$ cat config.mk
export PLATFORM = sky130hd
export DESIGN_NAME = lpc_txn_monitor
export DESIGN_NICKNAME = d
export VERILOG_FILES = /design/src/rtl/lpcmon_pkg.sv /design/src/rtl/lpcmon_field_accum.sv /design/src/rtl/lpcmon_wait_timer.sv /design/src/rtl/lpcmon_seq.sv /design/src/rtl/lpc_txn_monitor.sv
export SDC_FILE = /design/constraint.sdc
export NUM_CORES = 1
export LEC_CHECK = 0
export ABC_AREA = 1
export BUFFER_PORTS_ARGS = -buffer_cell sky130_fd_sc_hd__buf_4
export CORE_UTILIZATION = 59
export DETAILED_ROUTE_END_ITERATION = 8
export PLACE_DENSITY = 0.93
export SKIP_CTS_REPAIR_TIMING = 1
export SYNTH_ARGS = -nofsm -noshare
export SYNTH_HDL_FRONTEND = slang
export SYNTH_SLANG_ARGS = --single-unit
$ cat constraint.sdc
create_clock -name lclk -period 3.45 [get_ports lclk]
set_input_delay 0.69 -clock lclk [delete_from_list [all_inputs] [get_ports lclk]]
set_output_delay 0.69 -clock lclk [all_outputs]
set_load 0.01 [all_outputs]
$ cat src/rtl/lpcmon_pkg.sv
package lpcmon_pkg;
   typedef enum logic [2:0] {
      PH_IDLE,
      PH_START,
      PH_ADDR,
      PH_DATA,
      PH_TAR,
      PH_SYNC
   } phase_e;

   localparam int WARN_N    = 7;
   localparam int W_LADCHG  = 0;
   localparam int W_BADCT   = 1;
   localparam int W_UNSUP   = 2;
   localparam int W_TAR     = 3;
   localparam int W_SYNC    = 4;
   localparam int W_TMO     = 5;
   localparam int W_RESTART = 6;

   localparam logic [3:0] NIB_IDLE_BUS = 4'hF;
   localparam logic [3:0] START_TARGET = 4'h0;
   localparam logic [3:0] SYNC_READY   = 4'h0;
   localparam logic [3:0] SYNC_SHORT   = 4'h5;
   localparam logic [3:0] SYNC_LONG    = 4'h6;
endpackage

$ cat src/rtl/lpcmon_field_accum.sv
module lpcmon_field_accum #(
   parameter int W         = 8,
   parameter bit LSN_FIRST = 1'b0
) (
   input  logic         clk,
   input  logic         rst_n,
   input  logic         clr,
   input  logic         shift,
   input  logic [3:0]   nib,
   output logic [W-1:0] val
);
   if (W < 8 || (W % 4) != 0) begin : g_bad_w
      $error("lpcmon_field_accum: W must be a multiple of 4 and at least 8");
   end

   if (LSN_FIRST) begin : g_lsn
      always_ff @(posedge clk or negedge rst_n) begin
         if (!rst_n)     val <= '0;
         else if (clr)   val <= '0;
         else if (shift) val <= {nib, val[W-1:4]};
      end
   end else begin : g_msn
      always_ff @(posedge clk or negedge rst_n) begin
         if (!rst_n)     val <= '0;
         else if (clr)   val <= '0;
         else if (shift) val <= {val[W-5:0], nib};
      end
   end
endmodule

$ cat src/rtl/lpcmon_wait_timer.sv
module lpcmon_wait_timer #(
   parameter int LIMIT = 8
) (
   input  logic clk,
   input  logic rst_n,
   input  logic clr,
   input  logic tick,
   output logic hit
);
   localparam int CW = $clog2(LIMIT + 1);

   if (LIMIT < 2) begin : g_bad_limit
      $error("lpcmon_wait_timer: LIMIT must be at least 2");
   end

   logic [CW-1:0] cnt;

   assign hit = tick && (cnt == CW'(LIMIT - 1));

   always_ff @(posedge clk or negedge rst_n) begin
      if (!rst_n)    cnt <= '0;
      else if (clr)  cnt <= '0;
      else if (tick) cnt <= hit ? '0 : cnt + 1'b1;
   end

   AST_CNT_BOUND: assert property (@(posedge clk) disable iff (!rst_n)
      cnt < CW'(LIMIT));
endmodule

$ cat src/rtl/lpcmon_seq.sv
module lpcmon_seq
   import lpcmon_pkg::*;
#(
   parameter int IO_NIBS  = 4,
   parameter int MEM_NIBS = 8
) (
   input  logic              clk,
   input  logic              rst_n,
   input  logic              frame_n,
   input  logic [3:0]        lad,
   input  logic              wait_hit,
   output logic              addr_clr,
   output logic              addr_shift,
   output logic              data_shift,
   output logic              wait_tick,
   output logic              cyc_valid,
   output logic              cyc_mem,
   output logic              cyc_wr,
   output logic              addr_valid,
   output logic              data_valid,
   output logic              done,
   output logic [WARN_N-1:0] warn
);
   localparam int CNT_W = $clog2(MEM_NIBS);

   phase_e           ph;
   logic [3:0]       start_code;
   logic [CNT_W-1:0] nib_left;
   logic             tar_hi;
   logic             tar_last;
   logic             data_hi;

   logic is_wait_code;
   assign is_wait_code = (lad == SYNC_SHORT) || (lad == SYNC_LONG);

   always_comb begin
      addr_clr   = (ph == PH_START) && frame_n;
      addr_shift = (ph == PH_ADDR)  && frame_n;
      data_shift = (ph == PH_DATA)  && frame_n;
      wait_tick  = (ph == PH_SYNC)  && frame_n && is_wait_code;
   end

   always_ff @(posedge clk or negedge rst_n) begin
      if (!rst_n) begin
         ph         <= PH_IDLE;
         start_code <= '0;
         nib_left   <= '0;
         tar_hi     <= 1'b0;
         tar_last   <= 1'b0;
         data_hi    <= 1'b0;
         cyc_valid  <= 1'b0;
         cyc_mem    <= 1'b0;
         cyc_wr     <= 1'b0;
         addr_valid <= 1'b0;
         data_valid <= 1'b0;
         done       <= 1'b0;
         warn       <= '0;
      end else begin
         cyc_valid  <= 1'b0;
         addr_valid <= 1'b0;
         data_valid <= 1'b0;
         done       <= 1'b0;
         warn       <= '0;
         unique case (ph)
            PH_IDLE: begin
               if (!frame_n) begin
                  start_code <= lad;
                  ph         <= PH_START;
               end
            end
            PH_START: begin
               if (!frame_n) begin
                  if (lad != start_code) warn[W_LADCHG] <= 1'b1;
                  start_code <= lad;
               end else if (start_code != START_TARGET) begin
                  warn[W_UNSUP] <= 1'b1;
                  ph            <= PH_IDLE;
               end else if (lad[0] || (lad[3:2] == 2'b11)) begin
                  warn[W_BADCT] <= 1'b1;
                  ph            <= PH_IDLE;
               end else if (lad[3:2] == 2'b10) begin
                  warn[W_UNSUP] <= 1'b1;
                  ph            <= PH_IDLE;
               end else begin
                  cyc_valid <= 1'b1;
                  cyc_mem   <= lad[2];
                  cyc_wr    <= lad[1];
                  nib_left  <= lad[2] ? CNT_W'(MEM_NIBS - 1) : CNT_W'(IO_NIBS - 1);
                  ph        <= PH_ADDR;
               end
            end
            default: begin
               if (!frame_n) begin
                  warn[W_RESTART] <= 1'b1;
                  start_code      <= lad;
                  ph              <= PH_START;
               end else begin
                  unique case (ph)
                     PH_ADDR: begin
                        if (nib_left == '0) begin
                           addr_valid <= 1'b1;
                           data_hi    <= 1'b0;
                           tar_hi     <= 1'b0;
                           tar_last   <= 1'b0;
                           ph         <= cyc_wr ? PH_DATA : PH_TAR;
                        end else begin
                           nib_left <= nib_left - 1'b1;
                        end
                     end
                     PH_DATA: begin
                        if (!data_hi) begin
                           data_hi <= 1'b1;
                        end else begin
                           data_valid <= 1'b1;
                           tar_hi     <= 1'b0;
                           tar_last   <= !cyc_wr;
                           ph         <= PH_TAR;
                        end
                     end
                     PH_TAR: begin
                        if (lad != NIB_IDLE_BUS) warn[W_TAR] <= 1'b1;
                        if (!tar_hi) begin
                           tar_hi <= 1'b1;
                        end else if (tar_last) begin
                           done <= 1'b1;
                           ph   <= PH_IDLE;
                        end else begin
                           ph <= PH_SYNC;
                        end
                     end
                     PH_SYNC: begin
                        if (lad == SYNC_READY) begin
                           tar_hi   <= 1'b0;
                           tar_last <= 1'b1;
                           data_hi  <= 1'b0;
                           ph       <= cyc_wr ? PH_TAR : PH_DATA;
                        end else if (is_wait_code) begin
                           if (wait_hit) begin
                              warn[W_TMO] <= 1'b1;
                              ph          <= PH_IDLE;
                           end
                        end else begin
                           warn[W_SYNC] <= 1'b1;
                           ph           <= PH_IDLE;
                        end
                     end
                     default: ph <= PH_IDLE;
                  endcase
               end
            end
         endcase
      end
   end

   AST_ADDR_FRAME_HI: assert property (@(posedge clk) disable iff (!rst_n)
      addr_valid |-> $past(frame_n));
   AST_LADCHG_FRAME_LO: assert property (@(posedge clk) disable iff (!rst_n)
      warn[W_LADCHG] |-> !$past(frame_n));
   AST_TAR_FLAG_LAD: assert property (@(posedge clk) disable iff (!rst_n)
      warn[W_TAR] |-> ($past(lad) != NIB_IDLE_BUS));
   AST_RESTART_FRAME_LO: assert property (@(posedge clk) disable iff (!rst_n)
      warn[W_RESTART] |-> !$past(frame_n));
   AST_STROBE_EXCL: assert property (@(posedge clk) disable iff (!rst_n)
      $onehot0({cyc_valid, addr_valid, data_valid, done}));
   AST_SYNC_BAD_LAD: assert property (@(posedge clk) disable iff (!rst_n)
      warn[W_SYNC] |-> ($past(lad) != SYNC_READY));
endmodule

$ cat src/rtl/lpc_txn_monitor.sv
module lpc_txn_monitor
   import lpcmon_pkg::*;
#(
   parameter int IO_ADDR_NIBS    = 4,
   parameter int MEM_ADDR_NIBS   = 8,
   parameter int SYNC_WAIT_LIMIT = 8,
   parameter int DATA_W          = 8
) (
   input  logic                       lclk,
   input  logic                       rst_n,
   input  logic                       frame_n,
   input  logic [3:0]                 lad,
   output logic                       cyc_valid,
   output logic                       cyc_mem,
   output logic                       cyc_wr,
   output logic                       addr_valid,
   output logic [MEM_ADDR_NIBS*4-1:0] addr,
   output logic                       data_valid,
   output logic [DATA_W-1:0]          data,
   output logic                       done,
   output logic [WARN_N-1:0]          warn
);
   localparam int ADDR_W = MEM_ADDR_NIBS * 4;

   if (IO_ADDR_NIBS < 1 || IO_ADDR_NIBS > MEM_ADDR_NIBS) begin : g_bad_io
      $error("lpc_txn_monitor: IO_ADDR_NIBS must lie in 1..MEM_ADDR_NIBS");
   end
   if (MEM_ADDR_NIBS < 2) begin : g_bad_mem
      $error("lpc_txn_monitor: MEM_ADDR_NIBS must be at least 2");
   end
   if (DATA_W != 8) begin : g_bad_data
      $error("lpc_txn_monitor: the data phase carries exactly one byte");
   end

   logic addr_clr, addr_shift, data_shift, wait_tick, wait_hit;

   lpcmon_seq #(
      .IO_NIBS  (IO_ADDR_NIBS),
      .MEM_NIBS (MEM_ADDR_NIBS)
   ) u_seq (
      .clk        (lclk),
      .rst_n      (rst_n),
      .frame_n    (frame_n),
      .lad        (lad),
      .wait_hit   (wait_hit),
      .addr_clr   (addr_clr),
      .addr_shift (addr_shift),
      .data_shift (data_shift),
      .wait_tick  (wait_tick),
      .cyc_valid  (cyc_valid),
      .cyc_mem    (cyc_mem),
      .cyc_wr     (cyc_wr),
      .addr_valid (addr_valid),
      .data_valid (data_valid),
      .done       (done),
      .warn       (warn)
   );

   lpcmon_field_accum #(.W(ADDR_W), .LSN_FIRST(1'b0)) u_addr_acc (
      .clk   (lclk),
      .rst_n (rst_n),
      .clr   (addr_clr),
      .shift (addr_shift),
      .nib   (lad),
      .val   (addr)
   );

   lpcmon_field_accum #(.W(DATA_W), .LSN_FIRST(1'b1)) u_data_acc (
      .clk   (lclk),
      .rst_n (rst_n),
      .clr   (addr_clr),
      .shift (data_shift),
      .nib   (lad),
      .val   (data)
   );

   lpcmon_wait_timer #(.LIMIT(SYNC_WAIT_LIMIT)) u_wait (
      .clk   (lclk),
      .rst_n (rst_n),
      .clr   (!wait_tick),
      .tick  (wait_tick),
      .hit   (wait_hit)
   );

   AST_TMO_FLAG: assert property (@(posedge lclk) disable iff (!rst_n)
      wait_hit |=> warn[W_TMO]);
   AST_TMO_ONLY_ON_HIT: assert property (@(posedge lclk) disable iff (!rst_n)
      warn[W_TMO] |-> $past(wait_hit));
endmodule

==> summary.md <==
| Metric | Value |
|---|---|
| Status | `finished, final reports clean` |
| Tot GR Track Use | `0.273` |
| Top FF cell, synth | `dfrtp_1` |
| Final WS setup | `1.38 ns` |
| Worst Setup Path Type | `flop to flop` |
| Clk_skew | `0.00948 ns` |
| Sequential power share | `0.462` |
| Initial antenna violation count | `0` |
| Vias in the first global route | `around 2400` |
| Cells after Synth | `roughly 330` |
| Int Power | `about 0.0014 W` |
| CTS max path bufs | `2` |
| Final setup fails | `0` |
| Sequential-to-total area share from yosys stat | `0.560` |
| Max_slew headroom | `0.438` |
| Die ar. | `~0.0056 mm2` |
| Routed via count | `between 2000 and 3000` |
| Via density | `about 5.5` |
| H-tree depth | `3` |
| Sw frac | `0.308` |
| Leakage | `approximately 1.9 nW` |
| Met2 wire length | `around 3500 um` |
| Num ports | `60` |
| Synth Area in Compound Gates | `0.127` |
| Cells along the critical path | `clkinv_2 -> nand2_4 -> nor2_8 -> nand2_2 -> nand2_4 -> o22ai_1` |
| Dpl cells | `between 400 and 500` |
| Top-area cell type share of the netlist area | `0.560` |
| Share of layout cells above drive strength 1 | `0.234` |
| Worst-path clk slew | `0.08 ns` |
| First-pass GRT wire length | `11100 um` |
| Synth Register Bits | `70` |
| Final nets | `approximately 400` |
| 1st-pass router iterations | `4` |
| Most numerous cell on the critical path | `nand2_4` |
| Core area | `around 0.0051 mm2` |
| Die Ht | `approximately 75 um` |
| Synth Area in XOR/XNOR | `0.0196` |
| # diodes | `0` |
| # port buffers | `59` |
| RSZ-0062 raised after global routing | `false` |
| Clock power share | `0.360` |
| Main combinational cell family by area after synthesis | `simple AND/OR/NAND/NOR gates` |
| Synthesis warning total | `0` |
| Synth Net Count | `approximately 340` |
| Mean area per synthesized cell | `approximately 9.4 um2` |
| Rows | `26` |
| Post-synthesis simple-gate area fraction | `0.172` |
| Slowest CP cell | `dfrtp_1` |
| Post-route clock period utilization | `0.599` |
| CP Data Arrival Time | `around 2.3 ns` |
| Worst-Skew Late Latency | `approximately 0.35 ns` |
| Met3 wire length | `about 420 um` |
| Net Sw Power | `around 0.00062 W` |
| Pwr dens | `approximately 540 mW/mm2` |
| Count leader, synth | `dfrtp_1` |
| Final slew viol count | `0` |
| WP data required | `approximately 3.7 ns` |
| Worst Setup Start Kind | `flop` |
| CTS root buf | `clkbuf_8` |
| M1 wire length | `roughly 2800 um` |
| Starting Density | `0.613` |
| Worst path bufs/invs | `1` |
| DR iter-0 viols | `166` |
| Gate power share | `0.178` |
| Dominant cells by area after synthesis | `dfrtp_1 56%, inv_1 7.0%, o22ai_1 6.4%, nand2_1 4.9%, nand3_1 3.5%` |
| Chip width | `approximately 75 um` |
| Final hold slack | `around 0.43 ns` |
| FILL cells | `366` |
| Hold Vio Cnt, Final | `0` |
| Least-Margin Pin Slew | `approximately 0.84 ns` |
| Most instantiated cells after synthesis | `70 x dfrtp_1, 58 x inv_1, 41 x nand2_1` |
| Final ANT Viol Nets | `0` |
| Setup TNS | `0 ns` |
| CP delay by family, top | `simple AND/OR/NAND/NOR gates` |
| Number of remaining DRC errors | `0` |
| DR WL/cell | `about 15 um` |
| Fmax | `484 MHz` |
| Yosys top cell by area | `dfrtp_1` |
| Total grt overflow | `0` |
| Synth unique cells | `32` |
| Max Cap Violations | `0` |
| Peak supply drop | `about 0.34 mV` |
| Final Critical Period | `between 2 and 2.5 ns` |
| DRT Wirelength | `around 7000 um` |
| Layout Utilization | `0.738` |
| Sink Count | `70` |
| Area grow syn2layout | `20.4%` |
| Largest net degree at the start of global routing | `71` |
| Worst Hold Class | `input pin to async pin` |
| EDFF count, synth | `0` |
| Mux cell area share after synthesis | `0` |
| Non-filler cells, final | `between 400 and 500` |
| GP Congestion | `around 0.84` |
| DP HPWL | `roughly 4700 um` |
| Synth Cell Area | `about 0.0031 mm2` |
| Post-Synth Adder-Cell Area | `0.0120` |
| Crit end category | `flop` |
| TritonCTS buffer count | `9` |
| Worst slack, placed | `~1.4 ns` |
| CTS tree | `done` |
| Critical Path Max Stage Delay | `roughly 0.54 ns` |
| Top sig layer | `met4` |
| Asr flop ratio synth | `1.00` |
| Crit path max fanout | `38` |
[sequential cells by signal, indices dropped and copies added, names as in the netlist, 3 cells and up]
| signal | cells |
|---|---|
| u_seq.nib_left | 3 |
| u_data_acc.val | 8 |
| u_seq.ph | 3 |
| u_addr_acc.val | 32 |
| u_wait.cnt | 4 |
| u_seq.warn | 7 |
| u_seq.start_code | 4 |
[worst paths after layout]
kind	start	to	slack [ns]	depth (start not counted)
worst min register to register	u_wait.cnt[0]$_DFF_PN0_	u_wait.cnt[0]$_DFF_PN0_	0.47	1
worst max register to register	u_seq.ph[2]$_DFFE_PN0P_	u_addr_acc.val[1]$_DFFE_PN0P_	1.38	6
worst max-delay path	u_seq.ph[2]$_DFFE_PN0P_	u_addr_acc.val[1]$_DFFE_PN0P_	1.38	6
min in group lclk	u_wait.cnt[0]$_DFF_PN0_	u_wait.cnt[0]$_DFF_PN0_	0.47	1
worst min-delay path	rst_n	u_seq.tar_hi$_DFFE_PN0P_	0.43	1
max in group asynchronous	rst_n	u_seq.data_hi$_DFFE_PN0P_	2.45	1
[worst reg2reg max path, stage by stage, from the launching register on]
cell and delay (ns):
dfrtp_1 0.54, clkinv_2 0.16, nand2_4 0.13, nor2_8 0.05
nand2_2 0.53, nand2_4 0.32, o22ai_1 0.24
[metrics by stage]
stage                     total power, W  area (um2)
after floorplan                  0.00121        3130
after detailed placement         0.00131        3550
after global placement           0.00130        3550
after global routing             0.00212        3770
final                            0.00203        3770
after CTS                        0.00204        3770
[final cells by class]
class / instances / area [um2] / share of cell area
flip-flops and latches: 70 / 1750 / 0.465
multi-input cells: 187 / 1030 / 0.274
repair buffers: 59 / 443 / 0.118
inverters: 62 / 234 / 0.0621
clock buffers: 9 / 124 / 0.0329
clock inverters: 6 / 95.1 / 0.0252
well taps: 70 / 87.6 / 0.0232
[logic make-up (layout without fill, tap and decap cells)]
| group | after synthesis | count (layout) |
|---|---|---|
| flops | 70 | 70 |
| fa+ha+maj | 3 | 3 |
| compound gates | 66 | 66 |
| buf+inv | 75 | 136 |
| simple gates | 111 | 111 |
| xor+xnor | 7 | 7 |
[placed cells by master (no fill, tap or decap), drive strengths merged]
cell type	netlist	final
a21boi	1	1
dfrtp	70	70
nand3	24	24
a31oi	2	2
ha	3	3
inv	61	63
o21ai	26	26
a41oi	1	1
bufinv	0	2
nor3	7	7
a2111oi	1	1
nand2	46	46
a21oi	3	3
nor2	31	31
xor2	2	2
xnor2	5	5
o22ai	32	32
nand4	3	3
clkbuf	1	9
clkinv	1	3
buf	12	59
[metal layers]
| layer | vias up | global-route usage |
|---|---|---|
| li1 | 1200 | - |
| met1 | 1238 | 0.352 |
| met2 | 93 | 0.431 |
| met3 | 19 | 0.0857 |
| met4 | 0 | 0.111 |
| met5 | - | 0 |
[power groups by stage]
stage | sequential, W | combinational, W | clock [W]
after floorplan | 0.000926 | 0.000287 | 0
after global placement | 0.000949 | 0.000347 | 0
after detailed placement | 0.000952 | 0.000356 | 0
after CTS | 0.000936 | 0.000362 | 0.000738
after global routing | 0.000944 | 0.000407 | 0.000772
final | 0.000938 | 0.000361 | 0.000731
Note: power is estimated with default switching activity, not from simulation.
